File: config.mk
export PLATFORM = sky130hd
export DESIGN_NAME = booth_mac_lane
export DESIGN_NICKNAME = d
export VERILOG_FILES = /design/src/rtl/booth_lane_pkg.sv /design/src/rtl/booth_digit_enc.sv /design/src/rtl/booth_lane_ctrl.sv /design/src/rtl/booth_lane_dp.sv /design/src/rtl/booth_mac_lane.sv
export SDC_FILE = /design/constraint.sdc
export NUM_CORES = 1
export LEC_CHECK = 0
export ABC_CLOCK_PERIOD_IN_PS = 10200
export BUFFER_PORTS_ARGS = -buffer_cell sky130_fd_sc_hd__buf_4
export CORE_UTILIZATION = 55
export DETAILED_ROUTE_END_ITERATION = 10
export PLACE_DENSITY = 0.77
export SYNTH_ARGS = -nofsm -noshare
export SYNTH_HDL_FRONTEND = slang
export SYNTH_SLANG_ARGS = --single-unit
export TNS_END_PERCENT = 10
File: constraint.sdc
create_clock -name clk -period 10.2 [get_ports clk]
set_input_delay 0 -clock clk [delete_from_list [all_inputs] [get_ports clk]]
set_output_delay 0 -clock clk [all_outputs]
set_load 0.05 [all_outputs]
File: src/rtl/booth_lane_pkg.sv
package booth_lane_pkg;
  typedef enum logic {
    MODE_INT8 = 1'b0,
    MODE_TERN = 1'b1
  } lane_mode_e;

  // strobes from control to datapath
  typedef struct packed {
    logic clrAcc;
    logic loadAcc;
    logic addAcc;
    logic ternary;
  } lane_strobe_t;

  // one Booth digit in sign/magnitude-select form
  typedef struct packed {
    logic neg;
    logic one;
    logic two;
  } booth_digit_t;
endpackage

File: src/rtl/booth_digit_enc.sv
module booth_digit_enc
  import booth_lane_pkg::*;
(
  input  logic         ternary,
  input  logic [2:0]   triplet,
  input  logic [1:0]   tcode,
  output booth_digit_t digit
);
  always_comb begin
    digit = '0;
    if (ternary) begin
      unique case (tcode)
        2'b01:   digit = '{neg: 1'b0, one: 1'b1, two: 1'b0};
        2'b11:   digit = '{neg: 1'b1, one: 1'b1, two: 1'b0};
        default: digit = '0;
      endcase
    end else begin
      unique case (triplet)
        3'b001, 3'b010: digit = '{neg: 1'b0, one: 1'b1, two: 1'b0};
        3'b011:         digit = '{neg: 1'b0, one: 1'b0, two: 1'b1};
        3'b100:         digit = '{neg: 1'b1, one: 1'b0, two: 1'b1};
        3'b101, 3'b110: digit = '{neg: 1'b1, one: 1'b1, two: 1'b0};
        default:        digit = '0;
      endcase
    end
  end
endmodule

File: src/rtl/booth_lane_ctrl.sv
module booth_lane_ctrl
  import booth_lane_pkg::*;
(
  input  logic         clk,
  input  logic         rstN,
  input  logic         modeSel,
  input  logic         inValid,
  input  logic         accEn,
  input  logic         accClr,
  output lane_strobe_t strobe,
  output logic         activeMode,
  output logic         resValid
);
  logic       busy;
  lane_mode_e lockedMode;
  lane_mode_e effMode;
  logic       accept;

  assign accept  = inValid && !accClr;
  assign effMode = busy ? lockedMode : lane_mode_e'(modeSel);

  always_comb begin
    strobe.clrAcc  = accClr;
    strobe.loadAcc = accept && !accEn;
    strobe.addAcc  = accept && accEn;
    strobe.ternary = (effMode == MODE_TERN);
  end

  always_ff @(posedge clk) begin
    if (!rstN) begin
      busy       <= 1'b0;
      lockedMode <= MODE_INT8;
      resValid   <= 1'b0;
    end else begin
      resValid <= accept;
      if (accClr)      busy <= 1'b0;
      else if (inValid) busy <= 1'b1;
      if (accept) lockedMode <= effMode;
    end
  end

  assign activeMode = (lockedMode == MODE_TERN);
endmodule

File: src/rtl/booth_lane_dp.sv
module booth_lane_dp
  import booth_lane_pkg::*;
#(
  parameter int ACT_W = 8,
  parameter int ACC_W = 32
) (
  input  logic                       clk,
  input  logic                       rstN,
  input  lane_strobe_t               strobe,
  input  logic [(ACT_W/2)*ACT_W-1:0] actIn,
  input  logic [ACT_W-1:0]           wgtIn,
  output logic [ACC_W-1:0]           accOut
);
  localparam int DIGITS = ACT_W / 2;
  localparam int PP_W   = ACT_W + 2;
  localparam int PROD_W = 2 * ACT_W + 2;

  booth_digit_t              digit [DIGITS];
  logic signed [PROD_W-1:0]  ppExt [DIGITS];
  logic        [PROD_W-1:0]  carry [DIGITS];
  logic signed [PROD_W-1:0]  sumVal;
  logic        [ACC_W-1:0]   sumExt;
  logic        [ACC_W-1:0]   accReg;

  for (genvar i = 0; i < DIGITS; i++) begin : g_slot
    logic [2:0]             triplet;
    logic signed [PP_W-1:0] mcand;
    logic signed [PP_W-1:0] mag;
    logic [ACT_W-1:0]       actSel;

    if (i == 0) begin : g_lsb
      assign triplet = {wgtIn[1], wgtIn[0], 1'b0};
    end else begin : g_mid
      assign triplet = {wgtIn[2*i+1], wgtIn[2*i], wgtIn[2*i-1]};
    end

    booth_digit_enc u_enc (
      .ternary(strobe.ternary),
      .triplet(triplet),
      .tcode  (wgtIn[2*i+1:2*i]),
      .digit  (digit[i])
    );

    assign actSel = strobe.ternary ? actIn[i*ACT_W +: ACT_W] : actIn[ACT_W-1:0];
    assign mcand  = {{2{actSel[ACT_W-1]}}, actSel};

    always_comb begin
      if (digit[i].one)      mag = mcand;
      else if (digit[i].two) mag = mcand <<< 1;
      else                   mag = '0;
    end

    // inverted magnitude; the +1 completion goes into the reduction sum
    assign ppExt[i] = {{(PROD_W-PP_W){mag[PP_W-1] ^ digit[i].neg}},
                       (mag ^ {PP_W{digit[i].neg}})};
    assign carry[i] = {{(PROD_W-1){1'b0}}, digit[i].neg};
  end

  always_comb begin
    sumVal = '0;
    for (int i = 0; i < DIGITS; i++) begin
      if (strobe.ternary)
        sumVal = sumVal + ppExt[i] + $signed(carry[i]);
      else
        sumVal = sumVal + (ppExt[i] <<< (2*i)) + $signed(carry[i] << (2*i));
    end
  end

  assign sumExt = {{(ACC_W-PROD_W){sumVal[PROD_W-1]}}, sumVal};

  always_ff @(posedge clk) begin
    if (!rstN)               accReg <= '0;
    else if (strobe.clrAcc)  accReg <= '0;
    else if (strobe.loadAcc) accReg <= sumExt;
    else if (strobe.addAcc)  accReg <= accReg + sumExt;
  end

  assign accOut = accReg;
endmodule

File: src/rtl/booth_mac_lane.sv
module booth_mac_lane
  import booth_lane_pkg::*;
#(
  parameter int ACT_W = 8,
  parameter int ACC_W = 32
) (
  input  logic                       clk,
  input  logic                       rstN,
  input  logic                       modeSel,
  input  logic                       inValid,
  input  logic                       accEn,
  input  logic                       accClr,
  input  logic [(ACT_W/2)*ACT_W-1:0] actIn,
  input  logic [ACT_W-1:0]           wgtIn,
  output logic [ACC_W-1:0]           accOut,
  output logic                       resValid,
  output logic                       activeMode
);
  lane_strobe_t strobe;

  booth_lane_ctrl u_ctrl (
    .clk       (clk),
    .rstN      (rstN),
    .modeSel   (modeSel),
    .inValid   (inValid),
    .accEn     (accEn),
    .accClr    (accClr),
    .strobe    (strobe),
    .activeMode(activeMode),
    .resValid  (resValid)
  );

  booth_lane_dp #(.ACT_W(ACT_W), .ACC_W(ACC_W)) u_dp (
    .clk   (clk),
    .rstN  (rstN),
    .strobe(strobe),
    .actIn (actIn),
    .wgtIn (wgtIn),
    .accOut(accOut)
  );
endmodule

; ---- After elaboration in Yosys (flattened, before gate mapping)
; Cells that the tools add are included.
[classes]
addsub = 14
n_eq_ne = 27
n_mux = 29
bitwise = 9
reduce_logical = 13
[op_table]
columns = operator, count
row1 = 2-to-1 mux 10 bit, 8
row2 = 2-to-1 mux 32 bit, 2
row3 = adder 18 x 2 -> 18 bit, 3
row4 = 2-to-1 mux 18 bit, 3
row5 = bitwise XOR 10 bit, 4
row6 = adder 18 x 11 -> 18 bit, 2
row7 = case mux 3 bit (4 select lines), 3
row8 = adder 32 bit, 1
row9 = "equality test 3 bit, second input constant", 9
row10 = 2-to-1 mux 8 bit, 3
row11 = case mux 3 bit (2 select lines), 4
row12 = adder 18 x 15 -> 18 bit, 1
row13 = adder 18 x 17 -> 18 bit, 1
row14 = adder 18 x 4 -> 18 bit, 1
row15 = adder 18 x 6 -> 18 bit, 1
row16 = adder 18 x 8 -> 18 bit, 1
row17 = "equality test 3 x 2 -> 1 bit, second input constant", 6
row18 = adder 12 x 13 -> 14 bit, 1
row19 = OR reduction 2 bit, 7
row20 = adder 12 x 11 -> 13 bit, 1
row21 = adder 11 x 2 -> 12 bit, 1
row22 = 2-to-1 mux 3 bit, 4
row23 = "equality test 2 bit, second input constant", 5
row24 = "equality test 3 x 1 -> 1 bit, second input constant", 3
row25 = other kinds (8), 17
[totals]
ff_bits = 35
input_bits = 46
out_inout_bits = 34

; ---- Longest topological paths before layout
; Gate-level depths: netlist of the first run.
[logic_depth]
word_depth = 19
ltp_mapped = 54
ltp_nobuf = 53

; ---- Modules after synthesis
; From an unflattened synthesis of the first run, not the netlist that was laid out.
[unflattened]
cells_unflattened = 1157
hier_area_um2 = 8524.4
[by_module_without_submodules]
columns = module, instances, cells_each, area_each_um2, seq_area_each_um2
row1 = booth_lane_dp, 1, 1106, 8134.1, 640.6
row2 = booth_digit_enc, 4, 9, 58.8, 0.0
row3 = booth_lane_ctrl, 1, 15, 155.1, 60.1

; ---- Least setup slack after synthesis of the first run
; Ideal clock, no wire load.
[synth_timing]
path_type = reg2reg
start = register u_ctrl.lockedMode, in the netlist u_ctrl.activeMode
end = register u_dp.accReg[31], in the netlist u_dp.accOut[31]
setup_time_ps = 61
arrival_time_ps = 10770
slack_ps = -631
stages_incl_launch_ff = 50
synth_period_minus_slack_ps = 10831
cell_sequence = dfxtp_1 -> mux2i_1 -> clkbuf_1 -> clkbuf_1 -> clkbuf_1 -> nor2_1 -> nor3_1 -> ha_1 -> nor3b_1 -> nand2_1 -> xnor2_1 -> ha_1 -> or3_1 -> or2_2 -> o22a_2 -> xnor2_2 -> or4_4 -> xnor2_1 -> [14 not listed] -> xor2_1 -> o2bb2ai_1 -> xnor2_1 -> xnor2_2 -> inv_1 -> ha_1 -> a21o_1 -> a21o_1 -> a21o_1 -> a21o_1 -> a21oi_1 -> o21ai_0 -> a21oi_1 -> nor2b_1 -> o21bai_1 -> a21oi_1 -> mux4_1 -> nand2_1
[synth_between]
elab_chain_cells = 18
elab_cells_between_ends = 43
[synth_rtl]
columns = item, line_no
row1 = start: declaration, booth_lane_ctrl.sv:15  ; lane_mode_e lockedMode;
row2 = start signal: assignment, booth_lane_ctrl.sv:38  ; if (accept) lockedMode <= effMode;
row3 = 2-to-1 mux 1 bit (*), booth_lane_ctrl.sv:20  ; assign effMode = busy ? lockedMode : lane_mode_e'(modeSel);
row4 = 2-to-1 mux 3 bit, booth_digit_enc.sv:11  ; if (ternary) begin
row5 = 2-to-1 mux 10 bit, booth_lane_dp.sv:49  ; else if (digit[i].two) mag = mcand <<< 1;
row6 = 2-to-1 mux 10 bit, booth_lane_dp.sv:48  ; if (digit[i].one) mag = mcand;
row7 = bitwise XOR 10 bit or bitwise XOR 1 bit (tied branches), "booth_lane_dp.sv:55, booth_lane_dp.sv:54"
row8 = adder 11 x 2 -> 12 bit, "booth_lane_dp.sv:63, booth_lane_dp.sv:65"
row9 = adder 12 x 13 -> 14 bit or adder 12 x 11 -> 13 bit (tied branches), "booth_lane_dp.sv:65, booth_lane_dp.sv:63"
row10 = adder 18 x 4 -> 18 bit or adder 18 x 2 -> 18 bit (tied branches), "booth_lane_dp.sv:65, booth_lane_dp.sv:63"
row11 = [2 not listed], -
row12 = adder 18 x 6 -> 18 bit or adder 18 x 2 -> 18 bit (tied branches), "booth_lane_dp.sv:65, booth_lane_dp.sv:63"
row13 = 2-to-1 mux 18 bit, booth_lane_dp.sv:62  ; if (strobe.ternary)
row14 = adder 18 x 17 -> 18 bit or adder 18 x 11 -> 18 bit (tied branches), "booth_lane_dp.sv:65, booth_lane_dp.sv:63"
row15 = adder 18 x 8 -> 18 bit or adder 18 x 2 -> 18 bit (tied branches), "booth_lane_dp.sv:65, booth_lane_dp.sv:63"
row16 = 2-to-1 mux 18 bit (*), booth_lane_dp.sv:62
row17 = adder 32 bit, booth_lane_dp.sv:75  ; else if (strobe.addAcc) accReg <= accReg + sumExt;
row18 = 2-to-1 mux 32 bit, booth_lane_dp.sv:75
row19 = 2-to-1 mux 32 bit (*), booth_lane_dp.sv:74  ; else if (strobe.loadAcc) accReg <= sumExt;
row20 = end signal: assignment, booth_lane_dp.sv:74
row21 = end signal: assignment, booth_lane_dp.sv:75
row22 = end: declaration, booth_lane_dp.sv:23  ; logic [ACC_W-1:0] accReg;
; Mark *: on every way between the ends. The rest lies on a longest branch, timed or not. The select of a mux whose other input is x is not followed.
; A chain may end at the register's enable or synchronous reset.

; ---- Worst setup path after layout of the first run
[layout_timing]
start = register u_ctrl.busy
end = register u_dp.accReg[31], in the netlist u_dp.accOut[31]
[layout_between]
elab_chain_cells = 18
elab_cells_between_ends = 43
[layout_rtl]
columns = item, line_no
row1 = start: declaration, booth_lane_ctrl.sv:14  ; logic busy;
row2 = start signal: assignment, booth_lane_ctrl.sv:31  ; busy <= 1'b0;
row3 = start signal: assignment, booth_lane_ctrl.sv:36  ; if (accClr) busy <= 1'b0;
row4 = start signal: assignment, booth_lane_ctrl.sv:37  ; else if (inValid) busy <= 1'b1;
row5 = 2-to-1 mux 1 bit (*), booth_lane_ctrl.sv:20
row6 = 2-to-1 mux 3 bit, booth_digit_enc.sv:11
row7 = 2-to-1 mux 10 bit, booth_lane_dp.sv:49
row8 = 2-to-1 mux 10 bit, booth_lane_dp.sv:48
row9 = bitwise XOR 10 bit or bitwise XOR 1 bit (tied branches), "booth_lane_dp.sv:55, booth_lane_dp.sv:54"
row10 = adder 11 x 2 -> 12 bit, "booth_lane_dp.sv:63, booth_lane_dp.sv:65"
row11 = adder 12 x 13 -> 14 bit or adder 12 x 11 -> 13 bit (tied branches), "booth_lane_dp.sv:65, booth_lane_dp.sv:63"
row12 = adder 18 x 4 -> 18 bit or adder 18 x 2 -> 18 bit (tied branches), "booth_lane_dp.sv:65, booth_lane_dp.sv:63"
row13 = [2 not listed], -
row14 = adder 18 x 6 -> 18 bit or adder 18 x 2 -> 18 bit (tied branches), "booth_lane_dp.sv:65, booth_lane_dp.sv:63"
row15 = 2-to-1 mux 18 bit, booth_lane_dp.sv:62
row16 = adder 18 x 17 -> 18 bit or adder 18 x 11 -> 18 bit (tied branches), "booth_lane_dp.sv:65, booth_lane_dp.sv:63"
row17 = adder 18 x 8 -> 18 bit or adder 18 x 2 -> 18 bit (tied branches), "booth_lane_dp.sv:65, booth_lane_dp.sv:63"
row18 = 2-to-1 mux 18 bit (*), booth_lane_dp.sv:62
row19 = adder 32 bit, booth_lane_dp.sv:75
row20 = 2-to-1 mux 32 bit, booth_lane_dp.sv:75
row21 = 2-to-1 mux 32 bit (*), booth_lane_dp.sv:74
; Marks and branches as above.

==> results of run 1 <==
[final cells by class]
cell class | instances | area share
Multi-Input combinational cell | 1145 | 0.769
Timing Repair Buffer | 157 | 0.107
Sequential cell | 35 | 0.0629
Tap cell | 220 | 0.0245
Inverter | 62 | 0.0210
Clock buffer | 5 | 0.0111
Clock inverter | 3 | 0.00390
[cell usage after synthesis, types with 4 or more instances]
cell type    n
a21boi_0    10
o31ai_1     11
buf_1        6
nand2b_1    20
o21ai_0    114
o41ai_1      4
o21a_1      13
xor2_1      57
inv_1       61
a31oi_1     23
nand2_1    123
a21oi_2     11
xnor2_1     83
o211ai_1    17
fa_1        12
clkbuf_1    39
dfxtp_1     35
o31a_1       4
nand4_1      8
or3_1       10
nor4_1       4
a211oi_1    15
nor2_1      92
and2_1       7
nor2b_1     18
nor3_1      28
and3_1      15
or2_2        6
nor3b_1      5
o21bai_1    18
ha_1       139
nand3b_1     7
a21oi_1    137
a21o_1      32
nand3_1     33
mux2i_1     13
[stage by stage]
stage	TNS [ns]	power [W]	hold slack, ns
floorplan	0	0.00258	0.116
global placement	0	0.00323	0.252
detailed placement	-0.0457	0.00328	0.257
CTS	0	0.00350	0.0102
global route	-0.215	0.00409	0.0501
finish	0	0.00373	0.0206
[report_power, final]
| part | internal (W) | leakage [nW] | switching (W) | total [W] |
|---|---|---|---|---|
| sequential | 0.000149 | 0.286 | 0.0000137 | 0.000162 |
| combinational | 0.00148 | 4.77 | 0.00190 | 0.00338 |
| clock | 0.000115 | 0.0838 | 0.0000671 | 0.000183 |
| total | 0.00175 | 5.14 | 0.00198 | 0.00373 |
[sequential cells by signal (all words and copies together), names as in the netlist]
| signal | flops |
|---|---|
| u_ctrl.busy | 1 |
| u_ctrl.activeMode | 1 |
| u_dp.accOut | 32 |
| u_ctrl.resValid | 1 |
[per-layer routing]
| layer | vias to the layer above | track usage | share of wire | wire length, um |
|---|---|---|---|---|
| met1 | 4597 | 0.358 | 0.43 | 11800 |
| met2 | 299 | 0.531 | 0.49 | 13400 |
| met5 | - | 0 | 0.00048 | 13 |
| li1 | 4910 | - | - | - |
| met3 | 60 | 0.0258 | 0.047 | 1290 |
| met4 | 2 | 0.0820 | 0.024 | 659 |
[critical path, delay by kind of cell (launching register included)]
kind,cells,cell delay [ns]
flops,1,0.39
compound gates,20,2.91
xor+xnor,7,1.17
fa+ha+maj,6,2.02
simple gates,10,1.94
buf+inv,4,0.50
mux,2,0.87
[path summary, 6_finish.rpt]
| check | from | end | slack, ns |
|---|---|---|---|
| worst max-delay path | u_ctrl.busy$_SDFFE_PP0P_ | u_dp.accOut[31]$_SDFFE_PP0P_ | 0.30 |
| worst min-delay path | inValid | u_ctrl.busy$_SDFFE_PP0P_ | 0.02 |
| worst max register to register | u_ctrl.busy$_SDFFE_PP0P_ | u_dp.accOut[31]$_SDFFE_PP0P_ | 0.30 |
| worst min register to register | u_dp.accOut[7]$_SDFFE_PP0P_ | u_dp.accOut[7]$_SDFFE_PP0P_ | 0.48 |
[cells by family (layout without fill, tap and decap cells)]
| family | Yosys count | after routing | synth area share |
|---|---|---|---|
| flops | 35 | 35 | 0.0758 |
| simple gates | 387 | 387 | 0.203 |
| xor+xnor | 144 | 144 | 0.140 |
| fa+ha+maj | 151 | 151 | 0.214 |
| mux | 15 | 16 | 0.0185 |
| buf+inv | 110 | 227 | 0.0451 |
| compound gates | 447 | 447 | 0.304 |
[what timing repair did]
action                                 in CTS  in global routing
pin swaps                                   0                 51
setup buffers                               0                 22
endpoints found under the hold margin       1                  0
setup endpoints to repair                   1                  7
cloned                                      0                  2
hold buffers                                1                  0
gates resized for setup                     4                109
==> flow_summary.toml, run 1 <==
[sta]
skew_ns = 0.00586
max-slew-margin-rel = 0.383
finalSetupViolations = 0
slew_viol_final = 0
fin_ws_ns = 0.303
max_freq_mhz = 101
worst-slew-pin-transition_ns = 0.924
hold_viol_final = 0
min_period_ns = 9.90
fin_crit_sh = 0.970

[setup_path]
endpoint_kind = "flop"
crit_top_cell = "a21o_1"
critPathSlowestCell = "fa_1"
slowest_delay_ns = 0.53
crit_fanout = 6
crit_type = "reg2reg"
startpoint_type = "flop"
cp.arrival_ns = 10.13
required_ns = 10.43
rr_worst_depth = 49

[layout]
final_area_um2 = 11200
ff_latch_area_um2 = 706
multiInputGateArea_um2 = 8640
fill_cells = 1434
area_growth_pct = 21.4
finalNetCount = 1603
drive_gt1_frac = 0.208
final_cells = 1627
final_common_cell = "buf_4"
layout_common_cells = "buf_4, ha_1, nand2_1, a21oi_1, o21ai_0"
final_util = 0.679
antenna_cells = 0

[cts]
cts_tree = "done"
clk_path_buf_depth = 2
cts_sinks = 35
clkTransAtPathRegs_ns = 0.06
htree_levels = 2
cts_root_buf = "clkbuf_16"
cts_inserted_buffers = 5
clk_latency_ns = 0.29

[yosys]
async_flop_share = 0
yosys_warnings = 0
syn_avg_cell_area_um2 = 7.17
synth_ff_type = "dfxtp_1"
synth.top_cells.by_area = "ha_1, xnor2_1, dfxtp_1"
synthCells = 1289
seq_area_frac_synth = 0.0758
synth.cell_area_um2 = 9250
netlist.area_leader.share = 0.188
synth_cell_type_count = 76
syn-num-nets = 1486
synth_edf_count = 0
synth_top_area_cell = "ha_1"
synth-seq-cells = 35

[power_and_ir_drop]
powerDensity_nw_per_um2 = 332
irDropWorstVdd_uv = 160
p_leak_nw = 5.14

[global_route]
grt_max_degree = 74
grt_first_pass_wirelength_um = 42000
grt_pass1_vias = 9039
overflow = 0
antenna_found_initial = 1
grt_util_all_layers = 0.290

[hold_path]
hp-class = "in2reg"
min_path_cells = 3

[placement]
io_buffers = 79
dp_hpwl_um = 20900
place.gp.congestion = 0.958
dp_cells = 1594
place_area_um2 = 10400
place_ws_ns = -0.0457

[die]
start_util = 0.559
die_h_um = 132
dieArea_um2 = 17300
die_w_um = 132
io-pin-count = 80
core-area_um2 = 16500
rows = 47

[routing]
detail_route.iter0.violations = 691
drc_errors = 0
ant_nets = 0
routed_via_density = 6.07
vias = 9868
first_pass_iters = 5
wirelength_um = 27100
wl_per_cell_um = 16.6

[flow_run]
cap_violations = 0

[run_status]
outcome = "complete, no violations"
(Power assumes the default switching activity.)
==> run 2, diff against run 1 <==
--- a/config.mk
+++ b/config.mk
@@ -7,6 +7,7 @@
 export LEC_CHECK = 0
 export ABC_CLOCK_PERIOD_IN_PS = 10200
 export BUFFER_PORTS_ARGS = -buffer_cell sky130_fd_sc_hd__buf_4
+export CORE_MARGIN = 3
 export CORE_UTILIZATION = 55
 export DETAILED_ROUTE_END_ITERATION = 10
 export PLACE_DENSITY = 0.77
==> flow_summary.toml, run 2 (synthesized netlist as in run 1, its figures left out) <==
[die]
dieArea_um2 = 18400
rows = 46
die_w_um = 136
die_h_um = 136
core-area_um2 = 16200
start_util = 0.572
io-pin-count = 80

[cts]
htree_levels = 2
clkTransAtPathRegs_ns = 0.07
cts_inserted_buffers = 5
cts_root_buf = "clkbuf_16"
cts_sinks = 35
cts_tree = "done"
clk_path_buf_depth = 2
clk_latency_ns = 0.30

[routing]
first_pass_iters = 6
vias = 9845
wl_per_cell_um = 17.1
detail_route.iter0.violations = 643
ant_nets = 0
routed_via_density = 6.04
wirelength_um = 27900
drc_errors = 0

[power_and_ir_drop]
powerDensity_nw_per_um2 = 334
p_leak_nw = 5.21
finalPower_w = 0.00378
irDropWorstVdd_uv = 204

[layout]
ff_latch_area_um2 = 706
multiInputGateArea_um2 = 8680
final_common_cell = "buf_4"
layout_common_cells = "buf_4, ha_1, nand2_1, a21oi_1, o21ai_0"
drive_gt1_frac = 0.215
area_growth_pct = 22.5
final_util = 0.700
largest_register_ffs = 32
finalNetCount = 1611
antenna_cells = 0
fill_cells = 1339
final_cells = 1631

[placement]
dp_cells = 1596
place.gp.congestion = 0.982
dp_hpwl_um = 21700
io_buffers = 79

[global_route]
grt_pass1_vias = 9050
overflow = 0
grt_first_pass_wirelength_um = 43500
grt_util_all_layers = 0.285
grt_max_degree = 67
antenna_found_initial = 0

[sta]
skew_ns = 0.00829
timing.hold.ws_ns = 0.132
max_freq_mhz = 102
worst-slew-pin-transition_ns = 0.858
setup-tns-final_ns = 0
finalSetupViolations = 0
slew_viol_final = 0
max-slew-margin-rel = 0.421
fin_crit_sh = 0.964
min_period_ns = 9.83
hold_viol_final = 0

[setup_path]
crit_top_cell = "a21o_1"
crit_type = "reg2reg"
required_ns = 10.43
crit_fanout = 13
startpoint_type = "flop"
cp.arrival_ns = 10.06
reg2reg_slack_ns = 0.37
slowest_delay_ns = 0.58
endpoint_kind = "flop"
critPathSlowestCell = "fa_2"

[hold_path]
hp-class = "in2reg"

[run_status]
outcome = "complete, no violations"

[flow_run]
cap_violations = 0
==> run 2: repair_timing <==
| item | in CTS | in global routing |
|---|---|---|
| hold buffers | 2 | 0 |
| buffers inserted | 3 | 21 |
| pin swaps | 2 | 52 |
| endpoints found under the hold margin | 2 | 0 |
| gates resized for setup | 8 | 114 |
| setup endpoints to repair | 2 | 8 |
| cloned | 0 | 1 |
==> run 2: final cells by class <==
cell class                      instances  share of cell area
Multi-Input combinational cell       1145               0.767
Tap cell                              216              0.0239
Timing Repair Buffer                  165               0.111
Sequential cell                        35              0.0623
Clock buffer                            5              0.0111
Inverter                               62              0.0208
Clock inverter                          3             0.00420
==> run 2: layer usage <==
| metal | global-route usage | share of wire | up-vias |
|---|---|---|---|
| li1 | - | - | 4922 |
| met1 | 0.341 | 0.42 | 4579 |
| met2 | 0.522 | 0.50 | 275 |
| met3 | 0.0241 | 0.038 | 69 |
| met4 | 0.117 | 0.040 | 0 |
| met5 | 0 | 0 | - |
==> run 2: power by group <==
part | internal, W | leakage [nW] | switching (W)
registers | 0.000149 | 0.286 | 0.0000142
clock network | 0.000117 | 0.0844 | 0.0000693
logic | 0.00150 | 4.84 | 0.00194
total | 0.00176 | 5.21 | 0.00202
==> run 2: worst paths after layout <==
kind                            cells after the start                         start                            to
worst max register to register                     51      u_ctrl.busy$_SDFFE_PP0P_  u_dp.accOut[31]$_SDFFE_PP0P_
worst min register to register                      2  u_dp.accOut[10]$_SDFFE_PP0P_  u_dp.accOut[10]$_SDFFE_PP0P_
worst max-delay path                               51      u_ctrl.busy$_SDFFE_PP0P_  u_dp.accOut[31]$_SDFFE_PP0P_
worst min-delay path                                3                        accClr  u_dp.accOut[11]$_SDFFE_PP0P_
==> run 2: critical path: cells and delay by family, from the launching register on <==
family / cells / cell delay, ns
flip-flops: 1 / 0.39
multiplexers: 2 / 0.82
AO/OA/AOI/OAI: 22 / 3.56
buffers and inverters: 7 / 0.94
AND/OR/NAND/NOR: 9 / 1.04
XOR/XNOR: 5 / 0.89
adder cells (fa/ha/maj): 6 / 2.13
==> run 2: metrics by stage <==
stage | setup slack (ns) | cell area, um2
2_1_floorplan | 0.00823 | 9270
3_3_place_gp | 0.0970 | 10400
3_5_place_dp | -0.0873 | 10400
4_1_cts | 0.00704 | 10700
5_1_grt | -0.165 | 11300
6_report | 0.370 | 11300
